--- src/rtl/bank_map_pkg.sv ---
package bank_map_pkg;
    typedef enum logic [2:0] {
        RGN_ROM    = 3'd0,
        RGN_FLASH0 = 3'd1,
        RGN_FLASH1 = 3'd2,
        RGN_DRAM   = 3'd3,
        RGN_NONE   = 3'd4
    } region_t;
endpackage

--- src/rtl/bank_regfile.sv ---
module bank_regfile #(
    parameter int NWIN   = 4,
    parameter int IDX_W  = 2,
    parameter int DATA_W = 8
) (
    input  logic              clk,
    input  logic              rst_n,
    input  logic              wr_en,
    input  logic [IDX_W-1:0]  wr_idx,
    input  logic [DATA_W-1:0] wr_data,
    input  logic [IDX_W-1:0]  win_idx,
    output logic [DATA_W-1:0] rd_data,
    output logic [DATA_W-1:0] win_bank
);
    logic [NWIN-1:0][DATA_W-1:0] bank_q;

    for (genvar w = 0; w < NWIN; w++) begin : g_win
        always_ff @(posedge clk or negedge rst_n) begin
            if (!rst_n)
                bank_q[w] <= '0;
            else if (wr_en && (wr_idx == IDX_W'(w)))
                bank_q[w] <= wr_data;
        end
    end

    assign rd_data  = bank_q[wr_idx];
    assign win_bank = bank_q[win_idx];
endmodule

--- src/rtl/bank_decoder.sv ---
module bank_decoder
    import bank_map_pkg::*;
#(
    parameter int DATA_W    = 8,
    parameter int ROM_PAGES = 4,
    localparam int PAGE_W   = DATA_W - 1
) (
    input  logic [DATA_W-1:0] bank,
    input  logic              flash1_present,
    output region_t           region,
    output logic [PAGE_W-1:0] page
);
    logic dram_sel;
    logic chip_sel;

    assign dram_sel = bank[DATA_W-1];
    assign chip_sel = bank[DATA_W-2];

    always_comb begin
        if (dram_sel) begin
            region = RGN_DRAM;
            page   = bank[PAGE_W-1:0];
        end else begin
            page = {1'b0, bank[PAGE_W-2:0]};
            if (int'(bank) < ROM_PAGES)
                region = RGN_ROM;
            else if (!chip_sel)
                region = RGN_FLASH0;
            else if (flash1_present)
                region = RGN_FLASH1;
            else
                region = RGN_NONE;
        end
    end
endmodule

--- src/rtl/bank_access.sv ---
module bank_access
    import bank_map_pkg::*;
#(
    parameter int DATA_W = 8
) (
    input  region_t           region,
    input  logic              rd,
    input  logic              wr,
    input  logic [DATA_W-1:0] rom_d,
    input  logic [DATA_W-1:0] fl0_d,
    input  logic [DATA_W-1:0] fl1_d,
    input  logic [DATA_W-1:0] dram_d,
    output logic [3:0]        cs,
    output logic              we,
    output logic [DATA_W-1:0] rdata
);
    logic rd_only;
    assign rd_only = rd && !wr;

    always_comb begin
        cs    = 4'b0000;
        we    = 1'b0;
        rdata = '1;
        if (rd || wr) begin
            unique case (region)
                RGN_ROM: begin
                    if (rd_only) begin
                        cs[0] = 1'b1;
                        rdata = rom_d;
                    end
                end
                RGN_FLASH0: begin
                    cs[1] = 1'b1;
                    we    = wr;
                    if (rd_only) rdata = fl0_d;
                end
                RGN_FLASH1: begin
                    cs[2] = 1'b1;
                    we    = wr;
                    if (rd_only) rdata = fl1_d;
                end
                RGN_DRAM: begin
                    cs[3] = 1'b1;
                    we    = wr;
                    if (rd_only) rdata = dram_d;
                end
                default: ;
            endcase
        end
    end
endmodule

--- src/rtl/bank_mapper.sv ---
module bank_mapper
    import bank_map_pkg::*;
#(
    parameter int ADDR_W    = 16,
    parameter int WIN_BITS  = 2,
    parameter int DATA_W    = 8,
    parameter int ROM_PAGES = 4,
    localparam int OFF_W    = ADDR_W - WIN_BITS,
    localparam int NWIN     = 1 << WIN_BITS,
    localparam int PAGE_W   = DATA_W - 1,
    localparam int PHYS_W   = OFF_W + PAGE_W
) (
    input  logic              clk,
    input  logic              rst_n,
    input  logic              flash1_present,
    input  logic [ADDR_W-1:0] cpu_addr,
    input  logic              cpu_rd,
    input  logic              cpu_wr,
    output logic [DATA_W-1:0] cpu_rdata,
    input  logic              reg_wr,
    input  logic [WIN_BITS-1:0] reg_idx,
    input  logic [DATA_W-1:0] reg_wdata,
    output logic [DATA_W-1:0] reg_rdata,
    input  logic [DATA_W-1:0] rom_rdata,
    input  logic [DATA_W-1:0] flash0_rdata,
    input  logic [DATA_W-1:0] flash1_rdata,
    input  logic [DATA_W-1:0] dram_rdata,
    output logic              rom_cs,
    output logic              flash0_cs,
    output logic              flash1_cs,
    output logic              dram_cs,
    output logic [PHYS_W-1:0] mem_addr,
    output logic              mem_we
);
    logic [DATA_W-1:0] sel_bank;
    logic [PAGE_W-1:0] page;
    region_t           region;
    logic [3:0]        cs;

    bank_regfile #(.NWIN(NWIN), .IDX_W(WIN_BITS), .DATA_W(DATA_W)) u_regs (
        .clk      (clk),
        .rst_n    (rst_n),
        .wr_en    (reg_wr),
        .wr_idx   (reg_idx),
        .wr_data  (reg_wdata),
        .win_idx  (cpu_addr[ADDR_W-1:OFF_W]),
        .rd_data  (reg_rdata),
        .win_bank (sel_bank)
    );

    bank_decoder #(.DATA_W(DATA_W), .ROM_PAGES(ROM_PAGES)) u_dec (
        .bank           (sel_bank),
        .flash1_present (flash1_present),
        .region         (region),
        .page           (page)
    );

    bank_access #(.DATA_W(DATA_W)) u_acc (
        .region (region),
        .rd     (cpu_rd),
        .wr     (cpu_wr),
        .rom_d  (rom_rdata),
        .fl0_d  (flash0_rdata),
        .fl1_d  (flash1_rdata),
        .dram_d (dram_rdata),
        .cs     (cs),
        .we     (mem_we),
        .rdata  (cpu_rdata)
    );

    assign rom_cs    = cs[0];
    assign flash0_cs = cs[1];
    assign flash1_cs = cs[2];
    assign dram_cs   = cs[3];
    assign mem_addr  = {page, cpu_addr[OFF_W-1:0]};
endmodule

--- config.mk ---
export PLATFORM = sky130hd
export DESIGN_NAME = bank_mapper
export DESIGN_NICKNAME = d
export VERILOG_FILES = /design/src/rtl/bank_map_pkg.sv /design/src/rtl/bank_regfile.sv /design/src/rtl/bank_decoder.sv /design/src/rtl/bank_access.sv /design/src/rtl/bank_mapper.sv
export SDC_FILE = /design/constraint.sdc
export NUM_CORES = 1
export LEC_CHECK = 0
export ABC_CLOCK_PERIOD_IN_PS = 6950
export BUFFER_PORTS_ARGS = -buffer_cell sky130_fd_sc_hd__buf_2
export CAP_MARGIN = 20
export CORE_MARGIN = 8
export CORE_UTILIZATION = 49
export DETAILED_ROUTE_END_ITERATION = 6
export PLACE_DENSITY = 0.85
export REMOVE_ABC_BUFFERS = 1
export SETUP_SLACK_MARGIN = 0.05
export SLEW_MARGIN = 30
export SYNTH_ARGS = -nofsm -noshare
export SYNTH_HDL_FRONTEND = slang
export SYNTH_SLANG_ARGS = --single-unit
--- constraint.sdc ---
create_clock -name clk -period 6.95 [get_ports clk]
set_input_delay 1.39 -clock clk [delete_from_list [all_inputs] [get_ports clk]]
set_output_delay 1.39 -clock clk [all_outputs]
set_load 0.1 [all_outputs]
==> flow_summary.html <==
<table>
<tr><th>Metric</th><th>Value</th></tr>
<tr><th colspan="2">Run status</th></tr>
<tr><td>Run status</td><td>finished, final reports clean</td></tr>
<tr><th colspan="2">Power</th></tr>
<tr><td>Cell area power density</td><td>342 mW/mm^2</td></tr>
<tr><td>Maximum resistive drop on vdd</td><td>0.242 mV</td></tr>
<tr><td>Leakage power of the design</td><td>1.10 nW</td></tr>
<tr><th colspan="2">Synth</th></tr>
<tr><td>Yosys reg bits</td><td>32</td></tr>
<tr><td>Netlist Area Pre-Place</td><td>0.00204 sq mm</td></tr>
<tr><td>Post-synth top cells</td><td>dfrtp_1 (32), mux2_2 (32), buf_4 (14), mux4_2 (11), nor2b_1 (9)</td></tr>
<tr><td>Dominant cells by area after synthesis</td><td>dfrtp_1 (39%), mux2_2 (18%), mux4_2 (12%), mux4_1 (6.4%), buf_4 (5.1%)</td></tr>
<tr><td>Cell count after synthesis</td><td>150</td></tr>
<tr><td>Post-synthesis async set-or-reset flop share</td><td>1.00</td></tr>
<tr><td>Most used flip-flop cell after synthesis</td><td>dfrtp_1</td></tr>
<tr><td>Post-synth top area share</td><td>0.392</td></tr>
<tr><td>Cell accounting for the most synthesized area</td><td>dfrtp_1</td></tr>
<tr><td>Number of synthesis warnings</td><td>0</td></tr>
<tr><td>Post-synthesis area per instance</td><td>13.6 sq um</td></tr>
<tr><td>Proportion of synthesized chip area in sequential cells</td><td>0.392</td></tr>
<tr><td>Count of distinct cell types in the synthesized netlist</td><td>24</td></tr>
<tr><td>EDFF count, synth</td><td>0</td></tr>
<tr><th colspan="2">Setup path</th></tr>
<tr><td>Kind of end point of the critical path</td><td>output port</td></tr>
<tr><td>Crit-path most repeated cell</td><td>buf_2</td></tr>
<tr><td>Arrival time reported for the critical path endpoint</td><td>3.76 ns</td></tr>
<tr><td>Critical-path maximum fanout</td><td>13</td></tr>
<tr><td>Nature of the critical path startpoint</td><td>input pin</td></tr>
<tr><td>Largest stage delay on the critical path</td><td>0.84 ns</td></tr>
<tr><td>Register-to-register setup slack</td><td>6.16 ns</td></tr>
<tr><td>Slowest cell on the critical path</td><td>mux4_1</td></tr>
<tr><td>Required time reported for the critical path endpoint</td><td>5.56 ns</td></tr>
<tr><td>Ordered cell list for the critical path</td><td>buf_2 &gt; mux4_1 &gt; nor3_2 &gt; a221o_1 &gt; buf_2</td></tr>
<tr><td>Crit Path Class</td><td>in -&gt; out</td></tr>
<tr><th colspan="2">Floorplan</th></tr>
<tr><td>IO Count</td><td>106</td></tr>
<tr><td>Initial core utilization</td><td>0.510</td></tr>
<tr><td>Die Outline Area</td><td>0.00649 sq mm</td></tr>
<tr><td>Die extent in x</td><td>80.6 um</td></tr>
<tr><td>FP Rows</td><td>23</td></tr>
<tr><td>Die extent in y</td><td>80.6 um</td></tr>
<tr><td>Area of the placeable core</td><td>0.00400 sq mm</td></tr>
<tr><th colspan="2">STA</th></tr>
<tr><td>Max Clk Rate</td><td>0.194 GHz</td></tr>
<tr><td>Smallest setup slack after layout</td><td>1.80 ns</td></tr>
<tr><td>Final setup violation count</td><td>0</td></tr>
<tr><td>Post-Route Setup TNS</td><td>0 ns</td></tr>
<tr><td>Final Cycle Share</td><td>0.741</td></tr>
<tr><td>Number of max-slew violations in the final report</td><td>0</td></tr>
<tr><td>Unrepaired setup endpoints after global routing</td><td>no</td></tr>
<tr><td>Final hold violations</td><td>0</td></tr>
<tr><td>Transition time at the pin with the least slew margin</td><td>0.688 ns</td></tr>
<tr><td>Clock skew</td><td>0 ns</td></tr>
<tr><td>Headroom to the max-slew limit</td><td>0.542</td></tr>
<tr><td>Final worst path period need</td><td>5.15 ns</td></tr>
<tr><th colspan="2">CTS</th></tr>
<tr><td>Number of sinks handled by clock tree synthesis</td><td>32</td></tr>
<tr><td>Clk root buf</td><td>clkbuf_8</td></tr>
<tr><td>Maximum buffer depth of the clock tree</td><td>2</td></tr>
<tr><td>H-tree levels</td><td>2</td></tr>
<tr><td>Clk_lat worst skew</td><td>0.28 ns</td></tr>
<tr><td>Post-CTS Setup Inserts</td><td>0</td></tr>
<tr><td>Clock buffers created by TritonCTS</td><td>5</td></tr>
<tr><td>Clock tree from TritonCTS</td><td>built</td></tr>
<tr><td>Number of cells upsized or downsized after cts</td><td>0</td></tr>
<tr><td>Clock-pin slew reported for the worst setup and hold paths after clock tree synthesis</td><td>0.06 ns</td></tr>
<tr><td>Hold-fix buffers at CTS</td><td>0</td></tr>
<tr><th colspan="2">Placed design</th></tr>
<tr><td>Final weighted congestion in routability-driven placement</td><td>0.893</td></tr>
<tr><td>HPWL after detailed placement</td><td>4.12 mm</td></tr>
<tr><td>Count of input and output buffers</td><td>77</td></tr>
<tr><td>Setup WS pre-CTS</td><td>1.79 ns</td></tr>
<tr><th colspan="2">Final layout</th></tr>
<tr><td>Proportion of layout cells with a drive suffix above 1</td><td>0.617</td></tr>
<tr><td>Flip-flop count of the largest register, all copies and words added</td><td>32</td></tr>
<tr><td>Inserted Diodes</td><td>0</td></tr>
<tr><td>Registers with the highest flip-flop counts</td><td>u_regs.bank_q x32</td></tr>
<tr><td>P&amp;R area growth vs syn</td><td>21.2%</td></tr>
<tr><td>Register with the most flip-flops</td><td>u_regs.bank_q</td></tr>
<tr><td>Number of nets in the final layout</td><td>277</td></tr>
<tr><th colspan="2">Drt</th></tr>
<tr><td>Post-route ant nets</td><td>0</td></tr>
<tr><td>Routed wire length per instance</td><td>20.3 um</td></tr>
<tr><td>Detailed Routing Iterations Pass 1</td><td>4</td></tr>
<tr><td>Via-to-Cell Ratio</td><td>5.98</td></tr>
<tr><td>Number of vias in the routed layout</td><td>1579</td></tr>
<tr><td>Starting DRC count in detailed routing</td><td>56</td></tr>
<tr><td>Detailed Route WL</td><td>5.35 mm</td></tr>
<tr><td>DRC Markers</td><td>0</td></tr>
<tr><th colspan="2">Global route</th></tr>
<tr><td>Vias in the first global route</td><td>1730</td></tr>
<tr><td>Remaining Overflow, GRT</td><td>0</td></tr>
<tr><td>Maximum number of pins on one net before global-route repair</td><td>33</td></tr>
<tr><td>Global-route wire length before repair</td><td>8.64 mm</td></tr>
<tr><td>GRT Util Overall</td><td>0.169</td></tr>
<tr><td>Antenna violations before repair</td><td>0</td></tr>
<tr><th colspan="2">Flow run</th></tr>
<tr><td>MaxCap Viol Count</td><td>0</td></tr>
<tr><th colspan="2">Min path</th></tr>
<tr><td>Path type of the worst min-delay path</td><td>reg -&gt; reg</td></tr>
</table>
through the flow:
step,utilization,hold slack [ns],total power [mW],cell area (sq um),cells
final,0.619,0.524,0.848,2470,264
after global routing,0.619,0.545,0.883,2470,264
after CTS,0.619,0.524,0.856,2470,264
after detailed placement,0.587,0.511,0.659,2350,256
after global placement,0.587,0.500,0.651,2350,256
after floorplan,-,0.488,0.581,1900,129
logic make-up (layout without fill, tap and decap cells):
logic type,count (synthesis),after routing,synth area share
simple gates,29,29,0.0956
buf+inv,21,85,0.0692
compound gates,20,20,0.0809
mux,48,48,0.362
flops,32,32,0.392
placed cells by master, fill, tap and decap left out, types with 5 or more instances in the layout:
| cell | count |
|---|---|
| dfrtp_1 | 32 |
| nor2b_1 | 9 |
| clkbuf_8 | 7 |
| mux4_2 | 11 |
| a221o_1 | 8 |
| o211ai_1 | 8 |
| mux4_1 | 5 |
| nand2_1 | 8 |
| mux2_2 | 32 |
| buf_2 | 77 |
critical path: cells and delay by family:
family | cells | cell delay [ns]
simple gates | 1 | 0.60
compound gates | 1 | 0.25
mux | 1 | 0.84
buf+inv | 2 | 0.67
final timing paths:
path                                    from                end  cells after the start
min reg2reg                u_regs.bank_q[17]  u_regs.bank_q[17]                      1
min                        u_regs.bank_q[17]  u_regs.bank_q[17]                      1
max                             cpu_addr[14]       cpu_rdata[1]                      5
max reg2reg                u_regs.bank_q[13]  u_regs.bank_q[13]                      1
max in group asynchronous              rst_n   u_regs.bank_q[9]                      1
min in group asynchronous              rst_n  u_regs.bank_q[19]                      1
cell type report:
cell class	instances	area (sq um)
fillers	310	1530
multi-input cells	97	1100
flip-flops and latches	32	801
repair buffers	77	385
clock buffers	7	96.3
well taps	50	62.6
clock inverters	1	30.0
power by group:
| part | internal (mW) | switching [mW] | total [mW] |
|---|---|---|---|
| sequential | 0.222 | 0.0251 | 0.247 |
| clock | 0.126 | 0.0672 | 0.194 |
| combinational | 0.105 | 0.302 | 0.407 |
layer usage:
metal,track usage,wire length [um]
met2,0.264,2420
met1,0.200,2070
met4,0.0564,85
met5,0,0
met3,0.0804,779
No activity file was read; power rests on OpenSTA's default activity.
